File: config.mk
export PLATFORM = sky130hd
export DESIGN_NAME = outport_predictor
export DESIGN_NICKNAME = d
export VERILOG_FILES = /design/src/rtl/op_pred_pkg.sv /design/src/rtl/op_last_pred.sv /design/src/rtl/op_freq_pred.sv /design/src/rtl/op_scoreboard.sv /design/src/rtl/outport_predictor.sv
export SDC_FILE = /design/constraint.sdc
export NUM_CORES = 1
export LEC_CHECK = 0
export BUFFER_PORTS_ARGS = -buffer_cell sky130_fd_sc_hd__buf_2
export CAP_MARGIN = 10
export CORE_MARGIN = 2
export CORE_UTILIZATION = 35
export CTS_CLUSTER_DIAMETER = 40
export DETAILED_ROUTE_END_ITERATION = 16
export SLEW_MARGIN = 20
export SYNTH_ARGS = -nofsm -noshare
export SYNTH_HDL_FRONTEND = slang
export SYNTH_SLANG_ARGS = --single-unit
File: constraint.sdc
create_clock -name clk -period 8.2 [get_ports clk]
set_input_delay 1.64 -clock clk [delete_from_list [all_inputs] [get_ports clk]]
set_output_delay 1.64 -clock clk [all_outputs]
set_load 0.05 [all_outputs]
File: src/rtl/op_pred_pkg.sv
package op_pred_pkg;
   localparam int NPORTS = 5;
   localparam int NALG   = 3;
   localparam int ALG_W  = 2;

   // One-hot port that continues in the same direction as the arriving flit.
   function automatic logic [NPORTS-1:0] straight_of(input int in_port);
      logic [NPORTS-1:0] r;
      case (in_port)
         1:       r = 5'b00100;
         2:       r = 5'b00010;
         3:       r = 5'b10000;
         4:       r = 5'b01000;
         default: r = 5'b00010;
      endcase
      return r;
   endfunction
endpackage

File: src/rtl/op_last_pred.sv
module op_last_pred #(
   parameter int NP = 5,
   parameter logic [NP-1:0] RESET_PORT = '0
) (
   input  logic          clk,
   input  logic          rst_n,
   input  logic          upd,
   input  logic [NP-1:0] port,
   output logic [NP-1:0] pred
);
   logic [NP-1:0] last_q;

   always_ff @(posedge clk or negedge rst_n) begin
      if (!rst_n)   last_q <= RESET_PORT;
      else if (upd) last_q <= port;
   end

   assign pred = last_q;

   assert_last_follows_R3: assert property (@(posedge clk) disable iff (!rst_n)
      upd |=> last_q == $past(port));
endmodule

File: src/rtl/op_freq_pred.sv
module op_freq_pred #(
   parameter int NP    = 5,
   parameter int CNT_W = 4
) (
   input  logic          clk,
   input  logic          rst_n,
   input  logic          upd,
   input  logic [NP-1:0] port,
   output logic [NP-1:0] pred
);
   localparam logic [CNT_W-1:0] CMAX = '1;
   localparam logic [CNT_W-1:0] CHALF = CMAX >> 1;
   localparam logic [CNT_W-1:0] CEDGE = CMAX - 1'b1;

   if (CNT_W < 2) begin : g_bad_w
      $error("op_freq_pred: CNT_W must be at least 2");
   end

   logic [CNT_W-1:0] cnt_q [NP];
   logic [NP-1:0]    at_edge;
   logic             halve;

   for (genvar i = 0; i < NP; i++) begin : g_cnt
      assign at_edge[i] = (cnt_q[i] == CEDGE);

      always_ff @(posedge clk or negedge rst_n) begin
         if (!rst_n) cnt_q[i] <= '0;
         else if (upd) begin
            if (halve)        cnt_q[i] <= port[i] ? CHALF : (cnt_q[i] >> 1);
            else if (port[i]) cnt_q[i] <= cnt_q[i] + 1'b1;
         end
      end

      assert_freq_below_max_R5: assert property (@(posedge clk) disable iff (!rst_n)
         cnt_q[i] != CMAX);
      assert_freq_halved_R5: assert property (@(posedge clk) disable iff (!rst_n)
         (upd && halve && !port[i]) |=> cnt_q[i] == ($past(cnt_q[i]) >> 1));
   end

   assign halve = upd && |(port & at_edge);

   // Largest count wins, lowest index on ties.
   always_comb begin
      int best;
      best = 0;
      for (int i = 1; i < NP; i++)
         if (cnt_q[i] > cnt_q[best]) best = i;
      pred = '0;
      pred[best] = 1'b1;
   end
endmodule

File: src/rtl/op_scoreboard.sv
module op_scoreboard #(
   parameter int NA         = 3,
   parameter int SEL_W      = 2,
   parameter int HIT_W      = 8,
   parameter int INTERVAL_W = 16
) (
   input  logic                  clk,
   input  logic                  rst_n,
   input  logic                  dyn_mode,
   input  logic [INTERVAL_W-1:0] interval,
   input  logic [SEL_W-1:0]      static_sel,
   input  logic                  upd,
   input  logic [NA-1:0]         alg_hit,
   output logic [SEL_W-1:0]      active
);
   localparam logic [SEL_W-1:0] NA_V = SEL_W'(NA);
   localparam logic [HIT_W-1:0] HMAX = '1;

   if (NA < 1 || NA > (1 << SEL_W)) begin : g_bad_na
      $error("op_scoreboard: NA does not fit SEL_W");
   end

   logic [HIT_W-1:0]      score_q [NA];
   logic [INTERVAL_W-1:0] tick_q;
   logic                  boundary;
   logic [SEL_W-1:0]      active_q;
   logic [SEL_W-1:0]      static_map;
   logic [SEL_W-1:0]      winner;

   assign boundary   = dyn_mode && ({1'b0, tick_q} + 1'b1 >= {1'b0, interval});
   assign static_map = (static_sel < NA_V) ? static_sel : '0;

   always_ff @(posedge clk or negedge rst_n) begin
      if (!rst_n)                    tick_q <= '0;
      else if (!dyn_mode || boundary) tick_q <= '0;
      else                           tick_q <= tick_q + 1'b1;
   end

   for (genvar a = 0; a < NA; a++) begin : g_score
      always_ff @(posedge clk or negedge rst_n) begin
         if (!rst_n)                                   score_q[a] <= '0;
         else if (!dyn_mode || boundary)               score_q[a] <= '0;
         else if (upd && alg_hit[a] && score_q[a] != HMAX) score_q[a] <= score_q[a] + 1'b1;
      end

      assert_score_cleared_R8: assert property (@(posedge clk) disable iff (!rst_n)
         boundary |=> score_q[a] == '0);
   end

   always_comb begin
      int best;
      best = 0;
      for (int a = 1; a < NA; a++)
         if (score_q[a] > score_q[best]) best = a;
      winner = SEL_W'(best);
   end

   always_ff @(posedge clk or negedge rst_n) begin
      if (!rst_n)        active_q <= '0;
      else if (!dyn_mode) active_q <= static_map;
      else if (boundary)  active_q <= winner;
   end

   assign active = dyn_mode ? active_q : static_map;

   assert_active_held_R7: assert property (@(posedge clk) disable iff (!rst_n)
      (dyn_mode && !boundary) |=> $stable(active_q));
   assert_active_legal_R6: assert property (@(posedge clk) disable iff (!rst_n)
      active < NA_V);
endmodule

File: src/rtl/outport_predictor.sv
module outport_predictor
   import op_pred_pkg::*;
#(
   parameter int IN_PORT    = 2,
   parameter int FREQ_W     = 4,
   parameter int HIT_W      = 8,
   parameter int INTERVAL_W = 16
) (
   input  logic                  clk,
   input  logic                  rst_n,
   input  logic                  chan_idle,
   input  logic                  head_valid,
   input  logic [4:0]            head_port,
   input  logic                  dyn_mode,
   input  logic [1:0]            static_sel,
   input  logic [INTERVAL_W-1:0] interval,
   output logic [4:0]            pred_port,
   output logic                  pred_valid,
   output logic                  hit_valid,
   output logic                  hit
);
   localparam logic [NPORTS-1:0] STRAIGHT = straight_of(IN_PORT);

   if (IN_PORT < 0 || IN_PORT >= NPORTS) begin : g_bad_port
      $error("outport_predictor: IN_PORT out of range");
   end

   logic [NPORTS-1:0] pred_alg [NALG];
   logic [NALG-1:0]   alg_hit;
   logic [ALG_W-1:0]  active;

   assign pred_alg[0] = STRAIGHT;

   op_last_pred #(.NP(NPORTS), .RESET_PORT(STRAIGHT)) last_i (
      .clk(clk), .rst_n(rst_n), .upd(head_valid), .port(head_port), .pred(pred_alg[1]));

   op_freq_pred #(.NP(NPORTS), .CNT_W(FREQ_W)) freq_i (
      .clk(clk), .rst_n(rst_n), .upd(head_valid), .port(head_port), .pred(pred_alg[2]));

   for (genvar a = 0; a < NALG; a++) begin : g_cmp
      assign alg_hit[a] = (pred_alg[a] == head_port);
   end

   op_scoreboard #(.NA(NALG), .SEL_W(ALG_W), .HIT_W(HIT_W), .INTERVAL_W(INTERVAL_W)) sb_i (
      .clk(clk), .rst_n(rst_n), .dyn_mode(dyn_mode), .interval(interval),
      .static_sel(static_sel), .upd(head_valid), .alg_hit(alg_hit), .active(active));

   assign pred_port  = pred_alg[active];
   assign pred_valid = chan_idle;

   always_ff @(posedge clk or negedge rst_n) begin
      if (!rst_n) begin
         hit_valid <= 1'b0;
         hit       <= 1'b0;
      end else begin
         hit_valid <= head_valid;
         hit       <= head_valid && (head_port == pred_port);
      end
   end

   assert_hit_timing_R9: assert property (@(posedge clk) disable iff (!rst_n)
      hit_valid |-> $past(head_valid));
   assert_pred_onehot_R10: assert property (@(posedge clk) disable iff (!rst_n)
      $countones(pred_port) == 1);
   assert_head_onehot_R9: assert property (@(posedge clk) disable iff (!rst_n)
      head_valid |-> $countones(head_port) == 1);
endmodule

Yosys cells after proc, flatten, opt, wreduce, memory -nomap -nowiden
Cells that the tools add are included.
{"block": "totals", "reg_bits": 69, "input_bits": 28, "out_inout_bits": 8, "elab_cells": 132}
{"block": "classes", "n_addsub": 10, "order_cmp": 15, "n_eq_ne": 13, "n_mux": 49, "n_bitwise": 6, "n_reduce_logical": 26}
{"cell": "$ge 32x4->1 const B", "count": 3}
{"cell": "$mux 4", "count": 16}
{"cell": "$mux 8", "count": 8}
{"cell": "$not 1->32", "count": 2}
{"cell": "$not 2->32", "count": 2}
{"cell": "$bmux 4 s3", "count": 3}
{"cell": "$ge 32x3->1 const B", "count": 1}
{"cell": "$add 8x1->8 const B", "count": 3}
{"cell": "$ne 8x8->1 const B", "count": 3}
{"cell": "$add 4x1->4 const B", "count": 5}
{"cell": "$eq 4x4->1 const B", "count": 5}
{"cell": "$mux 3", "count": 6}
{"cell": "$add 16x1->17 const B", "count": 1}
{"cell": "$ge 17x16->1", "count": 1}
{"cell": "$add 16x1->16 const B", "count": 1}
{"cell": "$bmux 8 s2", "count": 1}
{"cell": "$gt 4x4->1", "count": 4}
{"cell": "$gt 8x8->1", "count": 2}
{"cell": "$mux 16", "count": 1}
{"cell": "$reduce_bool 2->1", "count": 8}
{"cell": "$eq 5x5->1", "count": 3}
{"cell": "$mux 2", "count": 7}
{"cell": "$bmux 5 s2", "count": 1}
{"cell": "$logic_and 1x1->1", "count": 10}
{"cell": "15 further kinds", "count": 22}

Depth between registers and ports, before layout
{"block": "depth", "depth_word": 29, "ltp_mapped": 30, "mapped_depth_nobuf": 27}

Hierarchy
From an unflattened synthesis, not the netlist that was laid out.
{"block": "hier_totals", "cells_unflattened": 628, "hier_area_um2": 5652.9}
{"mod": "op_scoreboard", "instances": 1, "cells_each": 304, "area_each_um2": 2937.8, "seq_area_each_um2": 1051.0}
{"mod": "op_freq_pred", "instances": 1, "cells_each": 241, "area_each_um2": 2030.7, "seq_area_each_um2": 500.5}
{"mod": "outport_predictor", "instances": 1, "cells_each": 73, "area_each_um2": 501.7, "seq_area_each_um2": 50.0}
{"mod": "op_last_pred", "instances": 1, "cells_each": 10, "area_each_um2": 182.7, "seq_area_each_um2": 126.4}

Least setup slack after synthesis
Ideal clock, no wire load.
{"block": "synth_timing", "path_type": "register to output", "from": "register freq_i.cnt_q[14] (netlist name)", "to": "output pred_port[1]", "arrival_ns": 5.706, "required_ns": 6.560, "slack_ns": 0.854, "path_stages_with_launch": 24, "n_path_buf": 2, "path_cell_list": "dfrtp_1 ha_1 a211oi_1 nand2_1 and2_1 buf_2 mux2i_1 ha_1 nor2b_1 o211ai_1 a21o_1 clkbuf_1 mux2_2 ha_1 and3_1 a221oi_1 nand2_1 o21a_1 ha_1 nor2b_1 o211a_1 o21ai_2 and4_1 o2bb2ai_1"}
{"block": "synth_between", "elab_chain_cells": 27, "elab_cells_between_ends": 28, "cone_classes": "6 x order compare; 18 x mux; 3 x bitwise; 1 x reduce/logical"}
{"element": "from (decl)", "line": "op_freq_pred.sv:19", "source": "logic [CNT_W-1:0] cnt_q [NP];"}
{"element": "from (signal, indexed assignment)", "line": "op_freq_pred.sv:29", "source": "if (halve) cnt_q[i] <= port[i] ? CHALF : (cnt_q[i] >> 1);"}
{"element": "from (signal, indexed assignment)", "line": "op_freq_pred.sv:30", "source": "else if (port[i]) cnt_q[i] <= cnt_q[i] + 1'b1;"}
{"element": "$gt 4x4->1", "line": "op_freq_pred.sv:47", "source": "if (cnt_q[i] > cnt_q[best]) best = i;"}
{"element": "$mux 1", "line": "op_freq_pred.sv:47"}
{"element": "$not 1->32 (implied by the code)", "line": "op_freq_pred.sv:47"}
{"element": "$bmux 4 s3", "line": "op_freq_pred.sv:47"}
{"element": "$mux 4 (implied by the code) (2 in a row)", "line": "op_freq_pred.sv:47"}
{"element": "$gt 4x4->1", "line": "op_freq_pred.sv:47"}
{"element": "$mux 2", "line": "op_freq_pred.sv:47"}
{"element": "$not 2->32 (implied by the code)", "line": "op_freq_pred.sv:47"}
{"element": "(+9 left out)"}
{"element": "$gt 4x4->1", "line": "op_freq_pred.sv:47"}
{"element": "$mux 3 *", "line": "op_freq_pred.sv:47"}
{"element": "$lt 3x4->1 (implied by the code) or $ge 3x1->1 (tied branches)", "line": "op_freq_pred.sv:49", "source": "pred[best] = 1'b1;"}
{"element": "$logic_and 1x1->1 (implied by the code)", "line": "op_freq_pred.sv:49"}
{"element": "$mux 1 (implied by the code)", "line": "op_freq_pred.sv:49"}
{"element": "$demux 1 s3 *"}
{"element": "$bmux 5 s2 *", "line": "outport_predictor.sv:48", "source": "assign pred_port = pred_alg[active];"}
{"element": "$mux 5 (implied by the code) * (2 in a row)", "line": "outport_predictor.sv:48"}
{"element": "to (decl)", "line": "outport_predictor.sv:17", "source": "output logic [4:0] pred_port,"}
Mark *: on every way between the ends. The rest lies on a longest branch, timed or not. The select of a mux whose other input is x is not followed.

Worst setup path in the final report
{"block": "layout_timing", "from": "register freq_i.cnt_q[18] (netlist name)", "to": "output pred_port[1]"}
Same word-level chain as after synthesis.

==> results.toml <==
[run_status]
status = "finished clean"

[yosys]
synth.net_count = 700
syn-mean-instance-area_um2 = 8.80
synth_top_cells_by_area = "sky130_fd_sc_hd__dfrtp_1 32%, sky130_fd_sc_hd__ha_1 14%, sky130_fd_sc_hd__xnor2_1 4.4%, sky130_fd_sc_hd__nor2_1 3.3%, sky130_fd_sc_hd__and3_1 3.3%"
netlist_instances = 610
yosys.area.top_type_share_pct = 31.7
number_of_register_bits_inferred_by_synthesis = 69
synth_top_cell_by_area = "sky130_fd_sc_hd__dfrtp_1"
synth-async-reset-ratio_pct = 100
synth_flop_cell = "sky130_fd_sc_hd__dfrtp_1"
synth-edff-count = 0
synth.yosys.seq_area_share_pct = 32.2
yosys_warnings = 0
synth.cell_area_mm2 = 0.00537
synth.lib_cells_used.distinct = 66

[global_routing]
grt_max_degree = 70
grt_pass1_wl_um = 23000
antenna_found_initial = 0
grt_remaining_overflow = 0
globalRouteTotalUtil_pct = 17.5
via_count_of_the_first_global_routing_pass = 4811

[clock_network]
cts_resized = 0
clock_root_buffer = "sky130_fd_sc_hd__clkbuf_16"
cts.reportedPaths.clkPinSlew_ns = 0.06
clock_sink_count = 69
clock_tree.buffer_depth = 2
cts-buffers-inserted = 9
cts_tree = "done"
clock_latency_ns = 0.34
post-cts-setup-buffers = 0
cts_hold_buf = 0
clock_tree.htree_level_count = 3

[layout]
instances_no_fill = 828
finish.utilization_pct = 39.7
multi_input_comb_area_mm2 = 0.00338
drive_gt1_share_pct = 11.7
design.final.nets = 725
antenna_cells = 0
layout.area.seq_mm2 = 0.00173
layout.filler_cells = 1492
flow.area_growth_from_synthesis_pct = 11.7

[sta]
timing_worst_slew_pin_value_ns = 0.995
timing.setup.tns_ns = 0
finalHoldViolCount = 0
fin_worst_skew_ns = 0.00603
headroom_to_the_max_slew_limit_pct = 33.4
grt_setup_unrepaired = "false"
fmax_mhz = 129
timing_max_transition_violations_final = 0
report.final.setup_viol = 0
post-route-period-util_pct = 94.5
timing.final.crit_period_ns = 7.75

[setup_path]
maximum_fanout_count_along_the_critical_path = 14
cp_data_required_time_ns = 6.56
critPathArrivalTime_ns = 6.11
timing.rr.start = "freq_i.cnt_q[18]$_DFFE_PN0P_"
worst_r2r_path_depth = 24
crit_path_start_kind = "register"
r2r_setup_slack_ns = 1.57
worst-setup-path-type = "reg -> out"
crit_path_end = "pred_port[1]"
timing.critical_path.from = "freq_i.cnt_q[18]$_DFFE_PN0P_"
critical_path.reg2reg.endpoint = "sb_i.score_q[5]$_DFFE_PN0P_"
critical_path.endpoint_type = "output pin"

[placed_design]
place.port_buffers = 33
hpwl_um = 9760
numPlacedInstances = 812
gp_congestion = 0.902

[die]
die_w_um = 128
boundary_pins = 36
start_util_pct = 35.6
die-height_um = 128
core_region_area_mm2 = 0.0151
rows = 45
dieArea_mm2 = 0.0163

[power_and_ir_drop]
leakagePower_nw = 2.87
vdd.ir_drop.worst_uv = 410
totalPowerFinal_mw = 2.55
powerDensity_mw_per_mm2 = 425

[route]
wire_per_inst_um = 16.3
detailedRoute.firstPassIterationCount = 4
drt_wl_total_um = 13500
number_of_vias_in_the_routed_layout = 4698
postRouteAntennaNets = 0
avgViaCountPerCell = 5.67
detailedRoute.firstIterationViolations = 378
drc_errors = 0

[worst_hold_path]
hp-class = "reg -> reg"

[run]
drv_cap = 0
==> report_power, final <==
part / leakage [nW] / switching [mW] / internal (mW)
logic: 1.82 / 1.01 / 0.671
clock network: 0.143 / 0.149 / 0.243
registers: 0.909 / 0.0856 / 0.392
total: 2.87 / 1.24 / 1.31
==> layout by cell type (no fill, tap or decap), types with 10 or more instances in the layout <==
| cell type | instances |
|---|---|
| sky130_fd_sc_hd__nand4_1 | 16 |
| sky130_fd_sc_hd__nand2_1 | 41 |
| sky130_fd_sc_hd__buf_2 | 33 |
| sky130_fd_sc_hd__a21oi_1 | 33 |
| sky130_fd_sc_hd__xnor2_1 | 27 |
| sky130_fd_sc_hd__xor2_1 | 12 |
| sky130_fd_sc_hd__o21ai_0 | 31 |
| sky130_fd_sc_hd__nand3_1 | 30 |
| sky130_fd_sc_hd__dfrtp_1 | 68 |
| sky130_fd_sc_hd__inv_1 | 44 |
| sky130_fd_sc_hd__nor2_1 | 47 |
| sky130_fd_sc_hd__mux2_2 | 10 |
| sky130_fd_sc_hd__and3_1 | 28 |
| sky130_fd_sc_hd__ha_1 | 62 |
| sky130_fd_sc_hd__o22ai_1 | 12 |
==> stage by stage <==
stage	hold slack (ns)	setup WS [ns]	area, um2
after floorplan	0.458	0.854	5370
after global placement	0.468	0.918	5700
after detailed placement	0.475	0.677	5700
after CTS	0.488	0.308	5990
after global routing	0.498	0.0104	5990
final	0.491	0.453	5990
==> cells by family (layout without fill, tap and decap cells) <==
group,after synthesis,in the layout,synth area share [%]
simple gates,212,212,20.7
compound gates,144,144,17.9
flops,69,69,32.2
buf+inv,67,97,4.96
fa+ha+maj,62,62,14.5
xor+xnor,39,39,6.36
mux,17,17,3.43
==> cell type report <==
type | instances | area share, %
sequential | 69 | 28.8
tap | 188 | 3.92
inverter | 45 | 2.82
timing repair buffer | 36 | 3.13
clock buffer | 12 | 4.11
multi-input combinational | 474 | 56.4
clock inverter | 4 | 0.793
==> synth_stat cells, drive strengths merged (2+ instances only) <==
cell,number
dfrtp,68
clkbuf,17
a31oi,4
nor2b,10
and2,3
nor2,47
o22a,2
o22ai,12
a22o,2
nor3,7
nand2,41
ha,62
a222oi,2
a21oi,33
nand2b,2
nand3,30
a32o,2
mux2,11
inv,44
mux2i,6
a21o,8
nor4,7
a22oi,5
buf,5
nand4,16
and4,9
and3,28
o21ai,36
a41oi,2
or4,4
a211oi,4
or3,2
xnor2,27
o31ai,8
xor2,12
o211ai,3
nand3b,2
o21a,8
==> flip-flops by register name, summed over array words and instances, names as in the netlist <==
| register | flops |
|---|---|
| freq_i.cnt_q | 20 |
| sb_i.score_q | 24 |
| hit | 1 |
| sb_i.active_q | 2 |
| last_i.pred | 5 |
| sb_i.tick_q | 16 |
| hit_valid | 1 |
==> metal layers <==
metal	part of all wire [%]	up-vias	global-route usage, %
li1	-	2278	-
met1	46	2286	21.8
met2	48	108	29.5
met3	4.0	26	2.92
met4	2.6	0	8.60
met5	0	-	0
==> how the worst min path moves through the flow <==
stage,start,slack (ns),endpoint,cells after the start
after global routing,sb_i.active_q[1]$_DFFE_PN0P_,0.50,sb_i.active_q[1]$_DFFE_PN0P_,1
after floorplan,sb_i.active_q[1]$_DFFE_PN0P_,0.46,sb_i.active_q[1]$_DFFE_PN0P_,1
final,sb_i.active_q[1]$_DFFE_PN0P_,0.49,sb_i.active_q[1]$_DFFE_PN0P_,1
after CTS,sb_i.active_q[1]$_DFFE_PN0P_,0.49,sb_i.active_q[1]$_DFFE_PN0P_,1
after global placement,sb_i.active_q[1]$_DFFE_PN0P_,0.47,sb_i.active_q[1]$_DFFE_PN0P_,1
after detailed placement,sb_i.active_q[1]$_DFFE_PN0P_,0.48,sb_i.active_q[1]$_DFFE_PN0P_,1
==> critical path: stages, from the launching register on <==
cell and delay, ns:
sky130_fd_sc_hd__dfrtp_1 0.43, sky130_fd_sc_hd__inv_1 0.10, sky130_fd_sc_hd__ha_1 0.33, sky130_fd_sc_hd__a41oi_1 0.28
sky130_fd_sc_hd__and2_2 0.29, sky130_fd_sc_hd__mux2i_1 0.28, sky130_fd_sc_hd__ha_1 0.28, sky130_fd_sc_hd__nor2b_1 0.14
sky130_fd_sc_hd__o211ai_1 0.21, sky130_fd_sc_hd__a21o_2 0.31, sky130_fd_sc_hd__mux2_2 0.38, sky130_fd_sc_hd__ha_1 0.26
sky130_fd_sc_hd__and3_1 0.17, sky130_fd_sc_hd__a221oi_1 0.24, sky130_fd_sc_hd__buf_4 0.20, sky130_fd_sc_hd__nand2_1 0.06
sky130_fd_sc_hd__o21a_1 0.12, sky130_fd_sc_hd__ha_1 0.28, sky130_fd_sc_hd__nor2b_1 0.13, sky130_fd_sc_hd__o211a_1 0.23
sky130_fd_sc_hd__o21ai_2 0.24, sky130_fd_sc_hd__and4_1 0.28, sky130_fd_sc_hd__o2bb2ai_1 0.20, sky130_fd_sc_hd__buf_2 0.33
No activity file was read; power rests on OpenSTA's default activity.
